**src/rtl/i2c_scl_timer.sv**
```systemverilog
module i2c_scl_timer #(
  parameter int CNT_W    = 4,
  parameter int EXP_W    = 4,
  parameter int HI_LSB   = 16,
  parameter int LO_LSB   = 12,
  parameter int BASE_LSB = 0
) (
  input  logic                       clk,
  input  logic                       rst_n,
  input  logic                       en,
  input  logic [HI_LSB+CNT_W-1:0]    timing_word,
  output logic                       scl_o,
  output logic                       rise_stb,
  output logic                       fall_stb
);
  localparam int PRE_W = (1 << EXP_W) - 1;

  logic [CNT_W-1:0] act_hi, act_lo, ph_cnt, ph_lim;
  logic [EXP_W-1:0] act_base;
  logic [PRE_W-1:0] pre_cnt, pre_lim;
  logic             tick, ph_end;

  assign pre_lim = ~({PRE_W{1'b1}} << act_base);
  assign tick    = (pre_cnt == pre_lim);
  assign ph_lim  = scl_o ? act_hi : act_lo;
  assign ph_end  = tick && (ph_cnt == ph_lim);

  always_ff @(posedge clk) begin
    if (!rst_n) begin
      pre_cnt  <= '0;
      ph_cnt   <= '0;
      scl_o    <= 1'b1;
      rise_stb <= 1'b0;
      fall_stb <= 1'b0;
      act_hi   <= '0;
      act_lo   <= '0;
      act_base <= '0;
    end else if (!en) begin
      pre_cnt  <= '0;
      ph_cnt   <= '0;
      scl_o    <= 1'b1;
      rise_stb <= 1'b0;
      fall_stb <= 1'b0;
      act_hi   <= timing_word[HI_LSB +: CNT_W];
      act_lo   <= timing_word[LO_LSB +: CNT_W];
      act_base <= timing_word[BASE_LSB +: EXP_W];
    end else begin
      rise_stb <= ph_end && !scl_o;
      fall_stb <= ph_end && scl_o;
      pre_cnt  <= tick ? '0 : pre_cnt + 1'b1;
      if (tick) ph_cnt <= ph_end ? '0 : ph_cnt + 1'b1;
      if (ph_end) begin
        scl_o <= !scl_o;
        if (!scl_o) begin
          act_hi   <= timing_word[HI_LSB +: CNT_W];
          act_lo   <= timing_word[LO_LSB +: CNT_W];
          act_base <= timing_word[BASE_LSB +: EXP_W];
        end
      end
    end
  end

  p_rise_edge_r4: assert property (@(posedge clk) disable iff (!rst_n)
    rise_stb |-> (scl_o && !$past(scl_o)));

  p_fall_edge_r4: assert property (@(posedge clk) disable iff (!rst_n)
    fall_stb |-> (!scl_o && $past(scl_o)));

  p_toggle_strobed_r4: assert property (@(posedge clk) disable iff (!rst_n)
    ($past(en) && (scl_o != $past(scl_o))) |-> (rise_stb || fall_stb));

  p_idle_released_r5: assert property (@(posedge clk) disable iff (!rst_n)
    !en |=> (scl_o && !rise_stb && !fall_stb));

  p_phase_bound_r3: assert property (@(posedge clk) disable iff (!rst_n)
    ph_cnt <= ph_lim);

  p_word_held_r6: assert property (@(posedge clk) disable iff (!rst_n)
    ($past(en) && !rise_stb) |-> $stable(act_hi));
endmodule

```
**config.mk**
```make
export PLATFORM = sky130hd
export DESIGN_NAME = i2c_scl_timer
export DESIGN_NICKNAME = d
export VERILOG_FILES = /design/src/rtl/i2c_scl_timer.sv
export SDC_FILE = /design/constraint.sdc
export NUM_CORES = 1
export LEC_CHECK = 0
export ABC_AREA = 1
export BUFFER_PORTS_ARGS = -buffer_cell sky130_fd_sc_hd__buf_2
export CORE_MARGIN = 1.5
export CORE_UTILIZATION = 57
export DETAILED_ROUTE_END_ITERATION = 7
export PLACE_DENSITY = 0.77
export SETUP_SLACK_MARGIN = 0.1
export SLEW_MARGIN = 20
export SYNTH_ARGS = -nofsm -noshare
export SYNTH_HDL_FRONTEND = slang
export SYNTH_SLANG_ARGS = --single-unit
```
**constraint.sdc**
```tcl
create_clock -name clk -period 2.4 [get_ports clk]
set_input_delay 0.48 -clock clk [delete_from_list [all_inputs] [get_ports clk]]
set_output_delay 0.48 -clock clk [all_outputs]
set_load 0.02 [all_outputs]
```
==> run_results.csv, run 1 <==
group,metric,value,unit
setup_path,worstRegToRegCells,12,
setup_path,crit_type,"reg -> reg",
floorplanning,core.rowCount,21,
global_routing,grt_start_max_net_pins,16,
drt,initialDrtViolationCount,94,
global_routing,first_global_vias,1480,
global_routing,grt_overflow_total,0,
setup_path,cp_data_arrival_time,2320,ps
final_layout,post_layout_nonfiller_instances,368,
pwr,fin_total_pwr,1090,uW
drt,ant_nets,0,
setup_path,worst_ep_required_time,2690,ps
clocking,tritoncts_clock_tree,"done",
setup_path,worstReg2RegStart,"act_base[2]",
clocking,total_cts_buffers,5,
yosys,synthesis.nets,329,
drt,drt-wirelength-per-cell,10.7,um
drt,drtPass1Iterations,4,
floorplanning,core-area,3310,um2
final_layout,num_antenna_cells,0,
final_layout,mostFrequentLayoutCell,"sky130_fd_sc_hd__nand2_1",
global_routing,antenna_found_initial,0,
setup_path,cp_cell_sequence,"nand2_1 -> o21ai_0 -> nand2_1 -> inv_1 -> nand2_1 -> nor2_1 -> nand2_1 -> nor2_2 -> nand3_2 -> nand3_1 -> nand2_1 -> nor2_1",
floorplanning,floorplan.die.height,61.7,um
yosys,postSynthCellCount,304,
final_layout,final-seq-area,682,um2
yosys,synth.avg_cell_area,6.47,um2
pwr,power_per_cell_area,513,nW/um2
global_routing,grt_first_pass_wirelength,6350,um
clocking,count_of_hold_buffers_inserted_by_post_cts_repair,0,
final_layout,finalCoreUtilization,0.639,
flow_run,drv.max_cap_violation_count,0,
place,detailedPlacementHpwl,2900,um
drt,drc,0,
timing,setup-violations-final,0,
pwr,power.ir.vdd_worst,0.000389,V
place,dp.cells,360,
timing,slew_violations,0,
floorplanning,top_level_ports,26,
timing,setup_repair_after_global_routing_missed_its_margin,"no",
place,globalplace.congestion,0.804,
hold_path,hold_path_class,"in -> reg",
final_layout,fillers,341,
pwr,internal_power,781,uW
final_layout,design.final.nets,346,
pwr,clock_power_share,0.308,
pwr,power.share.switching,0.281,
setup_path,critical_path.max_stage_delay,580,ps
clocking,clock_tree.buffer_depth,2,
timing,timing.slew.headroom,0.480,
setup_path,timing.critical_path.buf_inv,1,
setup_path,timing.critical_path.from,"act_base[2]",
floorplanning,start_util,0.594,
setup_path,cp_top_family,"simple AND/OR/NAND/NOR gates",
clocking,h_tree_depth,2,
yosys,synthesis.yosys.warnings,0,
setup_path,r2r_setup_slack,370,ps
pwr,pwr-share-seq,0.554,
clocking,clock_tree.root_cell,"sky130_fd_sc_hd__clkbuf_4",
final_layout,area.growth.synth_to_final,7.51,%
floorplanning,die_x,61.7,um
setup_path,critical-path-slowest-cell,"sky130_fd_sc_hd__dfxtp_1",
drt,routed_via_density,4.90,
yosys,synthesis.area,1970,um2
pwr,p_leak,0.00101,uW
pwr,total_switching_power,304,uW
setup_path,timing.critical_path.to_type,"flip-flop",
final_layout,multi_input_area,1070,um2
timing,timing.hold.ws,346,ps
clocking,tritoncts_num_sinks,34,
timing,setup-tns-final,0,ps
timing,period_share,0.846,
setup_path,worstSetupPathDepth,12,
timing,worstMarginPinSlew,773,ps
clocking,clk_latency,350,ps
yosys,ys_types,27,
final_layout,share_of_post_route_cells_with_drive_strength_above_1,0.118,
clocking,cts.clk_slew.worst_paths,100,ps
setup_path,worst_r2r_dst,"act_hi[2]",
timing,timing.fmax,0.492,GHz
timing,finalHoldViolCount,0,
global_routing,groute.usage.overall,0.229,
drt,drt_wl_total,3950,um
timing,final.setup_skew,7.19,ps
setup_path,start_kind,"flip-flop",
yosys,seq_area_frac_synth,0.346,
drt,routed-via-count,1805,
outcome,status,"finished, final reports clean",
timing,period_minus_slack,2030,ps
setup_path,path_max_fanout,14,
yosys,ys_ff_latch,34,
setup_path,timing.critical_path.mode_cell,"sky130_fd_sc_hd__nand2_1",
place,portBuffers,17,
pwr,power_frac_comb,0.138,
setup_path,worstSetupEndpoint,"act_hi[2]",
floorplanning,fp.dieArea,3810,um2
final_layout,final_cell_mix,"sky130_fd_sc_hd__nand2_1, sky130_fd_sc_hd__nor2_1, sky130_fd_sc_hd__inv_1",
[cells by family after synthesis]
kind of cell,count (synthesis),synth area share
AOI/OAI and AO/OA,12,0.0318
xor gates and xnor gates,14,0.0623
adders and majority gates,2,0.0127
buffers and inverters,47,0.109
DFF,34,0.346
and+or+nand+nor,195,0.438
[registers in the layout, indices dropped and copies added, names as in the netlist]
register  flops
ph_cnt        4
pre_cnt      15
act_base      4
fall_stb      1
scl_o         1
act_lo        4
act_hi        4
rise_stb      1
[what timing repair did]
action | in CTS | in global routing
gates resized for setup | 0 | 1
endpoints found under the setup margin | 0 | 12
setup buffers | 0 | 0
[cell type report]
cell class	count	area share
clock buffers	7	0.0260
clock inverters	1	0.00237
inverters	38	0.0675
multi-input cells	223	0.507
flip-flops and latches	34	0.322
well taps	46	0.0272
repair buffers	19	0.0473
[metrics by stage]
stage | worst slack (ps) | instance area (um2)
after floorplan | 606 | 1970
after global placement | 338 | 2050
after detailed placement | 286 | 2050
after CTS | 264 | 2110
after global routing | 103 | 2110
final | 369 | 2110
[per-layer routing]
layer | vias to the layer above | global-route usage | wire length [um]
met5 | - | 0 | 0
met4 | 0 | 0.0790 | 57
met3 | 6 | 0.0745 | 147
met2 | 29 | 0.341 | 1820
met1 | 793 | 0.314 | 1930
li1 | 977 | - | -
[power by group through the flow]
stage	registers, uW	logic, uW	clock network, uW
6_report	601	150	334
3_5_place_dp	614	149	0
2_1_floorplan	602	130	0
3_3_place_gp	612	145	0
5_1_grt	603	174	366
4_1_cts	601	150	340
[tightest hold or removal path: stages]
cell and delay (ps):
sky130_fd_sc_hd__buf_2 70, sky130_fd_sc_hd__nor2_1 30, sky130_fd_sc_hd__nor2_1 80
[synth_stat cells (all sizes together)]
cell	instances	share of area
clkbuf	1	0.0025
nand3b	4	0.015
nor2	57	0.12
inv	38	0.073
ha	2	0.013
xnor2	3	0.013
nor3b	3	0.011
a21oi	3	0.0076
nand3	32	0.089
nor3	7	0.018
buf	8	0.034
nor4	2	0.0064
nand2	86	0.17
o211ai	1	0.0038
xor2	11	0.049
dfxtp	34	0.35
nand4	3	0.0095
o21ai	8	0.020
or2	1	0.0032
[worst min path at each step]
stage / endpoint / slack, ps / depth (start not counted) / from
floorplan: pre_cnt[0] / 440 / 1 / pre_cnt[0]
global placement: pre_cnt[0] / 450 / 1 / pre_cnt[0]
detailed placement: pre_cnt[0] / 460 / 1 / pre_cnt[0]
CTS: act_lo[3] / 350 / 3 / timing_word[15]
global route: act_lo[3] / 340 / 3 / timing_word[15]
finish: act_lo[3] / 350 / 3 / timing_word[15]
(Power assumes the default switching activity.)
==> inputs of run 2 (changes only) <==
- CORE_UTILIZATION: 57 -> 51
- PLACE_DENSITY: 0.77 -> 0.73
- clock period: 2.4 -> 1.65 ns (I/O delays scaled with it)
==> run_results.csv, run 2 (synthesis gave the netlist of run 1 again) <==
group,metric,value,unit
setup_path,path_max_fanout,7,
place,detailedPlacementHpwl,3000,um
timing,setup-violations-final,32,
final_layout,post_layout_nonfiller_instances,400,
drt,initialDrtViolationCount,102,
setup_path,timing.critical_path.mode_cell,"sky130_fd_sc_hd__nand2_1",
drt,ant_nets,0,
place,dp.cells,387,
pwr,p_leak,0.00122,uW
pwr,power.ir.vdd_worst,0.000591,V
setup_path,r2r_setup_slack,-130,ps
floorplanning,core.rowCount,22,
setup_path,cp_cell_sequence,"nor2_4 -> xor2_2 -> nand2_1 -> nor2_2 -> nand2_1 -> nor2_2 -> nand3_2 -> buf_6 -> nand3_1 -> nand2_1 -> nor2_1",
final_layout,most_flops_register,"pre_cnt",
global_routing,antenna_found_initial,0,
timing,setup_repair_after_global_routing_missed_its_margin,"yes",
final_layout,final_cell_mix,"sky130_fd_sc_hd__nand2_1, sky130_fd_sc_hd__inv_1, sky130_fd_sc_hd__nor2_1",
place,portBuffers,17,
setup_path,worst_r2r_dst,"act_base[2]",
drt,drtPass1Iterations,4,
floorplanning,core-area,3690,um2
drt,drt_wl_total,4600,um
global_routing,first_global_vias,1783,
final_layout,mostFrequentLayoutCell,"sky130_fd_sc_hd__nand2_1",
final_layout,num_antenna_cells,0,
timing,final.setup_skew,7.73,ps
setup_path,critical-path-slowest-cell,"sky130_fd_sc_hd__dfxtp_4",
clocking,clk_latency,300,ps
final_layout,number_of_flip_flops_under_the_largest_register_name,15,
timing,period_minus_slack,1780,ps
timing,setup_ws,-127,ps
hold_path,worst_hold_path.num_cells,3,
timing,timing.fmax,0.563,GHz
global_routing,grt_start_max_net_pins,16,
drt,drt-wirelength-per-cell,11.5,um
final_layout,area.growth.synth_to_final,32.2,%
timing,period_share,1.08,
setup_path,worstReg2RegStart,"act_base[2]",
setup_path,crit_type,"reg -> reg",
floorplanning,fp.dieArea,4240,um2
clocking,cts.clk_slew.worst_paths,70,ps
final_layout,fillers,307,
clocking,h_tree_depth,2,
clocking,tritoncts_num_sinks,34,
timing,finalHoldViolCount,0,
final_layout,share_of_post_route_cells_with_drive_strength_above_1,0.324,
setup_path,critical_path.max_stage_delay,380,ps
clocking,clock_tree.root_cell,"sky130_fd_sc_hd__clkbuf_8",
setup_path,timing.critical_path.to_type,"flip-flop",
setup_path,cp_data_arrival_time,2000,ps
timing,timing.slew.headroom,0.747,
setup_path,worstRegToRegCells,11,
setup_path,worst_ep_required_time,1880,ps
floorplanning,start_util,0.533,
setup_path,start_kind,"flip-flop",
place,globalplace.congestion,0.821,
floorplanning,floorplan.die.height,65.1,um
pwr,power_per_cell_area,706,nW/um2
global_routing,grt_first_pass_wirelength,7630,um
drt,routed-via-count,1988,
clocking,tritoncts_clock_tree,"done",
floorplanning,top_level_ports,26,
outcome,status,"complete, but fails checks",
floorplanning,die_x,65.1,um
hold_path,hold_path_class,"in -> reg",
timing,slew_violations,0,
global_routing,grt_overflow_total,0,
clocking,total_cts_buffers,5,
final_layout,finalCoreUtilization,0.705,
clocking,clock_tree.buffer_depth,2,
timing,worstMarginPinSlew,376,ps
hold_path,min_to,"act_base[1]",
drt,routed_via_density,4.97,
hold_path,min_from,"timing_word[1]",
drt,drc,0,
outcome,failed_checks,"negative setup slack",
final_layout,design.final.nets,376,
global_routing,groute.usage.overall,0.230,
flow_run,drv.max_cap_violation_count,0,
-- run 2: cell count changes in the layout (fill, tap and decap cells not counted), moves of 7 or more --
cell / before / now
sky130_fd_sc_hd__nor2_2: 3 / 17
sky130_fd_sc_hd__buf_4: 2 / 27
sky130_fd_sc_hd__nand3_1: 29 / 22
sky130_fd_sc_hd__nand3_2: 3 / 10
sky130_fd_sc_hd__nand2_1: 84 / 74
sky130_fd_sc_hd__nor2_1: 53 / 36
-- run 2: metrics by stage --
stage | total power (uW) | instance area [um2] | setup WS (ps) | setup TNS (ps) | hold WS, ps
6_report | 1830 | 2600 | -127 | -2300 | 248
5_1_grt | 1920 | 2600 | -294 | -7870 | 262
4_1_cts | 1800 | 2450 | -79.5 | -846 | 249
3_3_place_gp | 1130 | 2280 | -231 | -3950 | 523
3_5_place_dp | 1140 | 2280 | -242 | -5040 | 538
2_1_floorplan | 1080 | 2010 | 21.7 | 0 | 436
-- run 2: critical path, delay by kind of cell, from the launching register on --
kind	cells	cell delay [ps]
flops	1	380
buf+inv	1	150
xor+xnor	1	210
simple gates	9	960
-- run 2: final cells by class --
cell class | count | area [um2] | area share
clock buffer | 7 | 86.3 | 0.0332
clock inverter | 1 | 5.00 | 0.00192
inverter | 38 | 143 | 0.0549
multi-input combinational | 224 | 1270 | 0.487
sequential | 34 | 698 | 0.269
tap | 48 | 60.1 | 0.0231
timing repair buffer | 48 | 342 | 0.131
-- run 2: power breakdown --
group / internal [uW] / switching (uW)
combinational: 127 / 177
sequential: 844 / 29.0
clock: 337 / 321
-- run 2: what timing repair did --
| item | 4_1_cts | 5_1_grt |
|---|---|---|
| gates cloned | 0 | 1 |
| buffers inserted | 1 | 3 |
| endpoints found under the setup margin | 34 | 34 |
| pin swaps | 12 | 16 |
| hold buffers | 0 | 0 |
| resized for setup | 23 | 31 |
-- run 2: worst max-delay path by stage --
| stage | slack (ps) | from | cells past startpoint | endpoint |
|---|---|---|---|---|
| global route | -290 | act_base[2] | 12 | act_base[0] |
| floorplan | 20 | act_base[2] | 11 | act_base[0] |
| detailed placement | -240 | act_base[1] | 11 | act_lo[1] |
| CTS | -80 | act_base[3] | 12 | act_lo[1] |
| finish | -130 | act_base[2] | 11 | act_base[2] |
| global placement | -230 | act_base[1] | 11 | act_base[3] |
-- run 2: metal layers --
layer  vias to the layer above  track usage  share of wire
met5                         -            0              0
met4                         0        0.104          0.019
met3                         8       0.0360          0.039
met2                        40        0.375           0.46
met1                       908        0.300           0.48
li1                       1032            -              -
